### src/rtl/pwm_cmp_pkg.sv
`timescale 1ns/1ps
package pwm_cmp_pkg;

    typedef enum logic [1:0] {
        S_IDLE  = 2'd0,
        S_HELD  = 2'd1,
        S_ARMED = 2'd2
    } seq_state_t;

    localparam logic [2:0] ADDR_VAL  = 3'd0;
    localparam logic [2:0] ADDR_MODE = 3'd1;
    localparam logic [2:0] ADDR_IEN  = 3'd2;
    localparam logic [2:0] ADDR_IDIS = 3'd3;
    localparam logic [2:0] ADDR_STAT = 3'd4;

endpackage

### src/rtl/pwm_cmp_seq.sv
`timescale 1ns/1ps
module pwm_cmp_seq
    import pwm_cmp_pkg::*;
#(
    parameter int CNT_W  = 8,
    parameter int PER_W  = 4,
    parameter int DATA_W = 13
) (
    input  logic              clk,
    input  logic              rst_n,
    input  logic              wr_en,
    input  logic [2:0]        addr,
    input  logic [DATA_W-1:0] wdata,
    input  logic              boundary,
    output logic [CNT_W-1:0]  act_val,
    output logic              act_en,
    output logic [PER_W-1:0]  act_ctr,
    output logic [PER_W-1:0]  act_cpr,
    output logic [PER_W-1:0]  act_cupr,
    output logic              commit
);
    localparam int MODE_W = 1 + 3 * PER_W;

    seq_state_t          state_q, state_d;
    logic [CNT_W-1:0]    sh_val;
    logic [MODE_W-1:0]   sh_mode, act_mode;
    logic                wr_val, wr_mode;

    always_comb begin
        wr_val  = wr_en && (addr == ADDR_VAL);
        wr_mode = wr_en && (addr == ADDR_MODE);
        commit  = boundary && (state_q == S_ARMED);
        state_d = state_q;
        unique case (state_q)
            S_IDLE: begin
                if (wr_val)       state_d = S_HELD;
                else if (wr_mode) state_d = S_ARMED;
            end
            S_HELD: begin
                if (wr_mode)      state_d = S_ARMED;
            end
            S_ARMED: begin
                if (wr_val)       state_d = S_HELD;
                else if (wr_mode) state_d = S_ARMED;
                else if (commit)  state_d = S_IDLE;
            end
            default:              state_d = S_IDLE;
        endcase
    end

    always_ff @(posedge clk) begin
        if (!rst_n) state_q <= S_IDLE;
        else        state_q <= state_d;
    end

    always_ff @(posedge clk) begin
        if (!rst_n) begin
            sh_val   <= '0;
            sh_mode  <= '0;
            act_val  <= '0;
            act_mode <= '0;
        end else begin
            if (commit) begin
                act_val  <= sh_val;
                act_mode <= sh_mode;
            end
            if (wr_val)  sh_val  <= wdata[CNT_W-1:0];
            if (wr_mode) sh_mode <= wdata[MODE_W-1:0];
        end
    end

    assign act_en   = act_mode[0];
    assign act_ctr  = act_mode[PER_W:1];
    assign act_cpr  = act_mode[2*PER_W:PER_W+1];
    assign act_cupr = act_mode[3*PER_W:2*PER_W+1];

    // a staged value without a following mode write never reaches the active set
    p_held_no_commit_r6: assert property (@(posedge clk) disable iff (!rst_n)
        (state_q == S_HELD) |=> ($stable(act_val) && $stable(act_mode)));

    // with nothing pending the shadow value mirrors the active one
    p_idle_sync_r6: assert property (@(posedge clk) disable iff (!rst_n)
        (state_q == S_IDLE) |-> (sh_val == act_val));

endmodule

### src/rtl/pwm_cmp_timebase.sv
`timescale 1ns/1ps
module pwm_cmp_timebase #(
    parameter int PER_W = 4
) (
    input  logic             clk,
    input  logic             rst_n,
    input  logic             period_end,
    input  logic [PER_W-1:0] cpr,
    input  logic [PER_W-1:0] ctr,
    input  logic [PER_W-1:0] cupr,
    output logic             boundary,
    output logic             window
);
    logic [PER_W-1:0] upd_cnt, cpr_cnt;
    logic             upd_wrap, cpr_wrap;

    always_comb begin
        upd_wrap = (upd_cnt >= cupr);
        cpr_wrap = (cpr_cnt >= cpr);
        boundary = period_end && upd_wrap;
        window   = (cpr_cnt == ctr);
    end

    always_ff @(posedge clk) begin
        if (!rst_n) begin
            upd_cnt <= '0;
            cpr_cnt <= '0;
        end else if (period_end) begin
            upd_cnt <= upd_wrap ? '0 : upd_cnt + 1'b1;
            cpr_cnt <= cpr_wrap ? '0 : cpr_cnt + 1'b1;
        end
    end

    // a boundary returns the update counter to zero
    p_upd_wrap_r5: assert property (@(posedge clk) disable iff (!rst_n)
        boundary |=> (upd_cnt == '0));

    // both counters move only on a period end
    p_cnt_hold_r4: assert property (@(posedge clk) disable iff (!rst_n)
        !period_end |=> ($stable(cpr_cnt) && $stable(upd_cnt)));

endmodule

### src/rtl/pwm_cmp_irq.sv
`timescale 1ns/1ps
module pwm_cmp_irq (
    input  logic       clk,
    input  logic       rst_n,
    input  logic       rd_status,
    input  logic       wr_ien,
    input  logic       wr_idis,
    input  logic [1:0] bits,
    input  logic       match_ev,
    input  logic       upd_ev,
    output logic [1:0] status,
    output logic [1:0] mask,
    output logic       irq
);
    logic [1:0] ev;

    assign ev  = {upd_ev, match_ev};
    assign irq = |(status & mask);

    always_ff @(posedge clk) begin
        if (!rst_n) begin
            status <= '0;
            mask   <= '0;
        end else begin
            status <= (rd_status ? 2'b00 : status) | ev;
            mask   <= (mask | (wr_ien ? bits : 2'b00)) & ~(wr_idis ? bits : 2'b00);
        end
    end

    // an event is never lost, even beside a clearing read
    p_match_kept_r10: assert property (@(posedge clk) disable iff (!rst_n)
        match_ev |=> status[0]);
    p_update_kept_r10: assert property (@(posedge clk) disable iff (!rst_n)
        upd_ev |=> status[1]);

endmodule

### src/rtl/pwm_cmp_unit.sv
`timescale 1ns/1ps
module pwm_cmp_unit
    import pwm_cmp_pkg::*;
#(
    parameter int CNT_W  = 8,
    parameter int PER_W  = 4,
    parameter int DATA_W = (CNT_W > 1 + 3 * PER_W) ? CNT_W : 1 + 3 * PER_W
) (
    input  logic              clk,
    input  logic              rst_n,
    input  logic [CNT_W-1:0]  chan_cnt,
    input  logic              period_end,
    input  logic              wr_en,
    input  logic              rd_en,
    input  logic [2:0]        addr,
    input  logic [DATA_W-1:0] wdata,
    output logic [DATA_W-1:0] rdata,
    output logic              match_o,
    output logic              irq_o
);
    logic [CNT_W-1:0] act_val;
    logic             act_en;
    logic [PER_W-1:0] act_ctr, act_cpr, act_cupr;
    logic             commit, boundary, window;
    logic             cond, cond_d, match_ev;
    logic [1:0]       status, mask;

    pwm_cmp_seq #(.CNT_W(CNT_W), .PER_W(PER_W), .DATA_W(DATA_W)) u_seq (
        .clk(clk), .rst_n(rst_n), .wr_en(wr_en), .addr(addr), .wdata(wdata),
        .boundary(boundary), .act_val(act_val), .act_en(act_en),
        .act_ctr(act_ctr), .act_cpr(act_cpr), .act_cupr(act_cupr),
        .commit(commit)
    );

    pwm_cmp_timebase #(.PER_W(PER_W)) u_tb (
        .clk(clk), .rst_n(rst_n), .period_end(period_end),
        .cpr(act_cpr), .ctr(act_ctr), .cupr(act_cupr),
        .boundary(boundary), .window(window)
    );

    pwm_cmp_irq u_irq (
        .clk(clk), .rst_n(rst_n),
        .rd_status(rd_en && (addr == ADDR_STAT)),
        .wr_ien(wr_en && (addr == ADDR_IEN)),
        .wr_idis(wr_en && (addr == ADDR_IDIS)),
        .bits(wdata[1:0]), .match_ev(match_ev), .upd_ev(commit),
        .status(status), .mask(mask), .irq(irq_o)
    );

    always_comb begin
        cond     = act_en && window && (chan_cnt == act_val);
        match_ev = cond && !cond_d;
    end

    always_ff @(posedge clk) begin
        if (!rst_n) begin
            cond_d  <= 1'b0;
            match_o <= 1'b0;
        end else begin
            cond_d  <= cond;
            match_o <= match_ev;
        end
    end

    always_comb begin
        rdata = '0;
        if (addr == ADDR_STAT)     rdata[1:0] = status;
        else if (addr == ADDR_IEN) rdata[1:0] = mask;
    end

    // a match lasts a single clock
    p_pulse_r2: assert property (@(posedge clk) disable iff (!rst_n)
        match_o |=> !match_o);

    // no match while the active enable bit is clear
    p_disabled_r3: assert property (@(posedge clk) disable iff (!rst_n)
        !act_en |=> !match_o);

endmodule

### config.mk
export PLATFORM = sky130hd
export DESIGN_NAME = pwm_cmp_unit
export DESIGN_NICKNAME = d
export VERILOG_FILES = /design/src/rtl/pwm_cmp_pkg.sv /design/src/rtl/pwm_cmp_seq.sv /design/src/rtl/pwm_cmp_timebase.sv /design/src/rtl/pwm_cmp_irq.sv /design/src/rtl/pwm_cmp_unit.sv
export SDC_FILE = /design/constraint.sdc
export NUM_CORES = 1
export LEC_CHECK = 0
export ABC_AREA = 0
export BUFFER_PORTS_ARGS = -buffer_cell sky130_fd_sc_hd__buf_4
export CAP_MARGIN = 30
export CORE_ASPECT_RATIO = 0.9
export CORE_MARGIN = 5
export CORE_UTILIZATION = 30
export CTS_CLUSTER_DIAMETER = 120
export CTS_CLUSTER_SIZE = 28
export DETAILED_ROUTE_END_ITERATION = 8
export PLACE_DENSITY = 0.55
export SLEW_MARGIN = 5
export SYNTH_ARGS = -nofsm -noshare
export SYNTH_HDL_FRONTEND = slang
export SYNTH_SLANG_ARGS = --single-unit
### constraint.sdc
create_clock -name clk -period 5.8 [get_ports clk]
set_clock_uncertainty 0.1 [all_clocks]
set_input_delay 1.16 -clock clk [delete_from_list [all_inputs] [get_ports clk]]
set_output_delay 1.16 -clock clk [all_outputs]
set_load 0.05 [all_outputs]
; Yosys cells after proc, flatten, opt, wreduce, memory -nomap -nowiden
; Index checks and enable logic that the tools add are counted.
[totals]
ff_bits = 58
inputBits = 29
output_inout_bits = 15
word_cells = 56
[op_classes]
n_addsub = 2
order_cmp = 2
n_eq_ne = 9
n_mux = 13
n_bitwise = 5
n_reduce_logical = 14
[op_table]
columns = op, count
row1 = $mux W2, 10
row2 = $logic_and A1 B1 Y1, 10
row3 = $add A4 B1 Y4 const B, 2
row4 = $eq A8 B8 Y1, 1
row5 = $ge A4 B4 Y1, 2
row6 = $mux W4, 2
row7 = $eq A3 B2 Y1 const B, 2
row8 = $pmux W2 S3, 1
row9 = $and A2 B2 Y2, 2
row10 = $eq A4 B4 Y1, 1
row11 = $ne A4 B2 Y1 const B, 1
row12 = $or A2 B2 Y2, 2
row13 = $eq A3 B1 Y1 const B, 1
row14 = $eq A3 B3 Y1 const B, 1
row15 = $logic_not A3 Y1, 1
row16 = $eq A2 B1 Y1 const B, 1
row17 = $eq A2 B2 Y1 const B, 1
row18 = $logic_not A2 Y1, 1
row19 = $not A2 Y2, 1
row20 = $reduce_or A2 Y1, 1
row21 = $logic_not A1 Y1, 1

; Depth between registers and ports, before layout
[depth]
ltp_word = 7
depth_mapped = 7
mapped_depth_nobuf = 6

; Cells and area by module
; From an unflattened synthesis, not the netlist that was laid out.
[unflattened]
hier_cells = 326
area_unflattened_um2 = 2812.7
[modules_own_cells]
columns = mod, instances, cells_per_inst, area_each_um2, seq_area_each_um2
row1 = pwm_cmp_seq, 1, 193, 1671.6, 880.8
row2 = pwm_cmp_timebase, 1, 76, 684.4, 160.2
row3 = pwm_cmp_unit, 1, 43, 311.5, 40.0
row4 = pwm_cmp_irq, 1, 14, 145.1, 80.1

; Least setup slack after synthesis
; OpenSTA, ideal clock, no wires.
[synth_timing]
kind = input -> output
startpoint = input addr[0]
endpoint = output rdata[0]
t_arrival_ns = 1.991
t_required_ns = 4.540
setup_slack_ns = 2.549
path_stages = 2
n_path_buf = 0
cell_sequence = nor3b_1 -> a22o_1
[synth_via]
elab_chain_len = 3
word_cells_on_any_way = 4
classes_between = eq/ne: 2 / mux: 2
[synth_lines]
columns = item, line_no
row1 = "start, declared", pwm_cmp_unit.sv:15  ; input logic [2:0] addr,
row2 = $eq A3 B2 Y1, pwm_cmp_unit.sv:68  ; else if (addr == ADDR_IEN) rdata[1:0] = mask;
row3 = $mux W2, pwm_cmp_unit.sv:68
row4 = $mux W2 *, pwm_cmp_unit.sv:67  ; if (addr == ADDR_STAT) rdata[1:0] = status;
row5 = "end, declared", pwm_cmp_unit.sv:17  ; output logic [DATA_W-1:0] rdata,
; Every way passes the cells marked *; elsewhere a longest branch is shown, timed or not.

; Worst setup path after layout
; Same ends and word-level chain as after synthesis.

==> results.cfg <==
[status]
run_status = finished, final reports clean

[placed_design]
final_replace_weighted_congestion = 0.750
place.port_buffers = 32
placement.cell_area_um2 = 3080
hpwl_um = 4160

[setup_path]
timing.critical_path.fanout_max = 6
worst_setup_path_end_kind = output port
crit_path_start_kind = primary input
cp.required_ns = 4.54
criticalPathCategory = primary input to output port
critPathArrivalTime_ns = 2.11

[pwr]
p_leak_uw = 0.00125
p_per_area_nw_per_um2 = 263
power.ir.vdd_worst_v = 0.000116

[clock_tree]
clock_tree_from_tritoncts = built
cts_max_path_buffers = 2
cts.clk_slew.worst_paths_ns = 0.06
post_cts_hold_buffer_count = 0
number_of_resized_instances_in_the_post_cts_repair_step = 0
numCtsBuffers = 9
cts_root_buffer = sky130_fd_sc_hd__clkbuf_8
cts_num_sinks = 58
post_cts_buffers = 0
clk-insertion-delay-late_ns = 0.33
cts_htree_levels = 3

[detailed_routing]
ant_nets = 0
detail_route.vias_per_cell = 4.42
drt_first_iter_violations = 96
drt-wirelength-per-cell_um = 12.5
drc = 0
dr_total_vias = 2114
postRouteWirelength_um = 5980
drt_pre_antenna_iters = 4

[timing]
setup-tns-final_ns = 0
final_max_slew_viol_count = 0
final_setup_vio_count = 0
rsz0062_at_grt = no
layout_worst_path_cycle_share = 0.581
worst_pin_slew_ns = 0.909
hold_viol = 0
max_clock_freq_ghz = 0.297
finalWorstPathRequiredPeriod_ns = 3.37
maxSlewHeadroom = 0.393

[die]
placeableCoreArea_um2 = 9080
dieWidth_um = 112
die_height_um = 101
row_count = 33
design.die.area_um2 = 11300
initial_utilization = 0.307
io-pin-count = 44

[run]
timing.max_cap.violations = 0

[logic_synthesis]
synthesis.area_um2 = 2790
ys_seq_area_frac = 0.416
async_sr_flop_fraction = 0
synth_cells = 322
synthDistinctLibCells = 43
postSynthRegisterBits = 58
ys.flop_type = sky130_fd_sc_hd__dfxtp_1
synth_enable_flop_cells = 0
avgSynthCellArea_um2 = 8.66
yosys_warnings = 0

[global_routing]
globalRouteOverflowTotal = 0
grt_first_pass_wirelength_um = 9980
antenna_found_initial = 0
track_usage = 0.111
use_met2 = 0.177
grt_util_met1 = 0.140
pin_count_of_the_biggest_net_entering_global_routing = 78
grt_util_met3 = 0.0454
top_usage_layer = met2
number_of_global_route_vias_before_repair = 2075

[final_layout]
mostFrequentLayoutCell = sky130_fd_sc_hd__nand2_1
layout-drive-gt1-share = 0.154
antenna_diode_count = 0
most-common-layout-cells = 102 x sky130_fd_sc_hd__nand2_1, 58 x sky130_fd_sc_hd__dfxtp_1, 33 x sky130_fd_sc_hd__buf_4
syn_to_final_growth_pct = 18.3
num-nets-final = 390
stdcell_area_um2 = 3300

[min_path]
worst_hold_path_type = flip-flop to flip-flop
==> where the power goes <==
group | switching (uW) | internal (uW) | total (uW)
logic | 42.0 | 23.5 | 65.6
registers | 3.56 | 403 | 406
clock network | 150 | 246 | 396
==> routing by layer <==
metal  vias to the layer above  routed length (um)
met1                       963                2950
met5                         -                   0
met4                         0                  53
met2                        44                2650
met3                         6                 329
li1                       1101                   -
==> synthesized netlist by cell type, drive strengths merged, types with 3 or more instances <==
library cell | instances | area [um2]
a21boi | 25 | 188
a21oi | 5 | 25.0
a22o | 3 | 26.3
buf | 17 | 123
clkbuf | 9 | 33.8
dfxtp | 58 | 1160
ha | 10 | 125
inv | 10 | 37.5
mux2i | 21 | 210
nand2 | 102 | 383
nor2 | 8 | 30.0
nor3b | 3 | 22.5
nor4 | 3 | 33.8
o21a | 3 | 22.5
xor2 | 13 | 114
==> path summary, 6_finish.rpt <==
kind	slack, ns	cells past startpoint	endpoint	start
worst min-delay path	0.31	1	match_o$_SDFF_PN0_	cond_d$_SDFF_PN0_
worst max-delay path	2.43	4	rdata[0]	addr[0]
worst min register to register	0.31	1	match_o$_SDFF_PN0_	cond_d$_SDFF_PN0_
worst max register to register	3.50	7	u_irq.status[1]$_SDFF_PN0_	u_tb.upd_cnt[0]$_SDFFE_PN0P_
==> per-stage QoR <==
step	total power (uW)	worst slack, ns	hold slack, ns	cells	utilization
after CTS	882	2.44	0.314	478	0.363
final	868	2.43	0.307	478	0.363
after detailed placement	482	2.45	0.308	462	0.339
after floorplan	461	2.55	0.287	332	-
after global routing	906	2.33	0.328	478	0.363
after global placement	480	2.45	0.303	461	0.338
==> registers in the layout (all words and copies together) (netlist names) <==
name            flops
cond_d              1
match_o             1
u_irq.mask          2
u_irq.status        2
u_seq.act_mode     13
u_seq.act_val       8
u_seq.sh_mode      13
u_seq.sh_val        8
u_seq.state_q       2
u_tb.cpr_cnt        4
u_tb.upd_cnt        4
==> layout make-up <==
cell class / count / area, um2
Clock buffer: 15 / 186
Clock inverter: 1 / 30.0
Fill cell: 970 / 5790
Inverter: 10 / 37.5
Multi-Input combinational cell: 238 / 1470
Sequential cell: 58 / 1160
Tap cell: 122 / 153
Timing Repair Buffer: 34 / 259
==> kinds of logic after synthesis <==
| family | synth area share |
|---|---|
| other | 0.00134 |
| buffers and inverters | 0.0695 |
| AOI/OAI and AO/OA | 0.130 |
| DFF | 0.416 |
| xor gates and xnor gates | 0.0471 |
| and+or+nand+nor | 0.211 |
| muxes | 0.0794 |
| adders and majority gates | 0.0449 |
==> worst max-delay path, stage by stage <==
cell	delay, ns
sky130_fd_sc_hd__buf_4	0.13
sky130_fd_sc_hd__nor3b_1	0.40
sky130_fd_sc_hd__a22o_1	0.22
sky130_fd_sc_hd__buf_4	0.19
(Power assumes the default switching activity.)
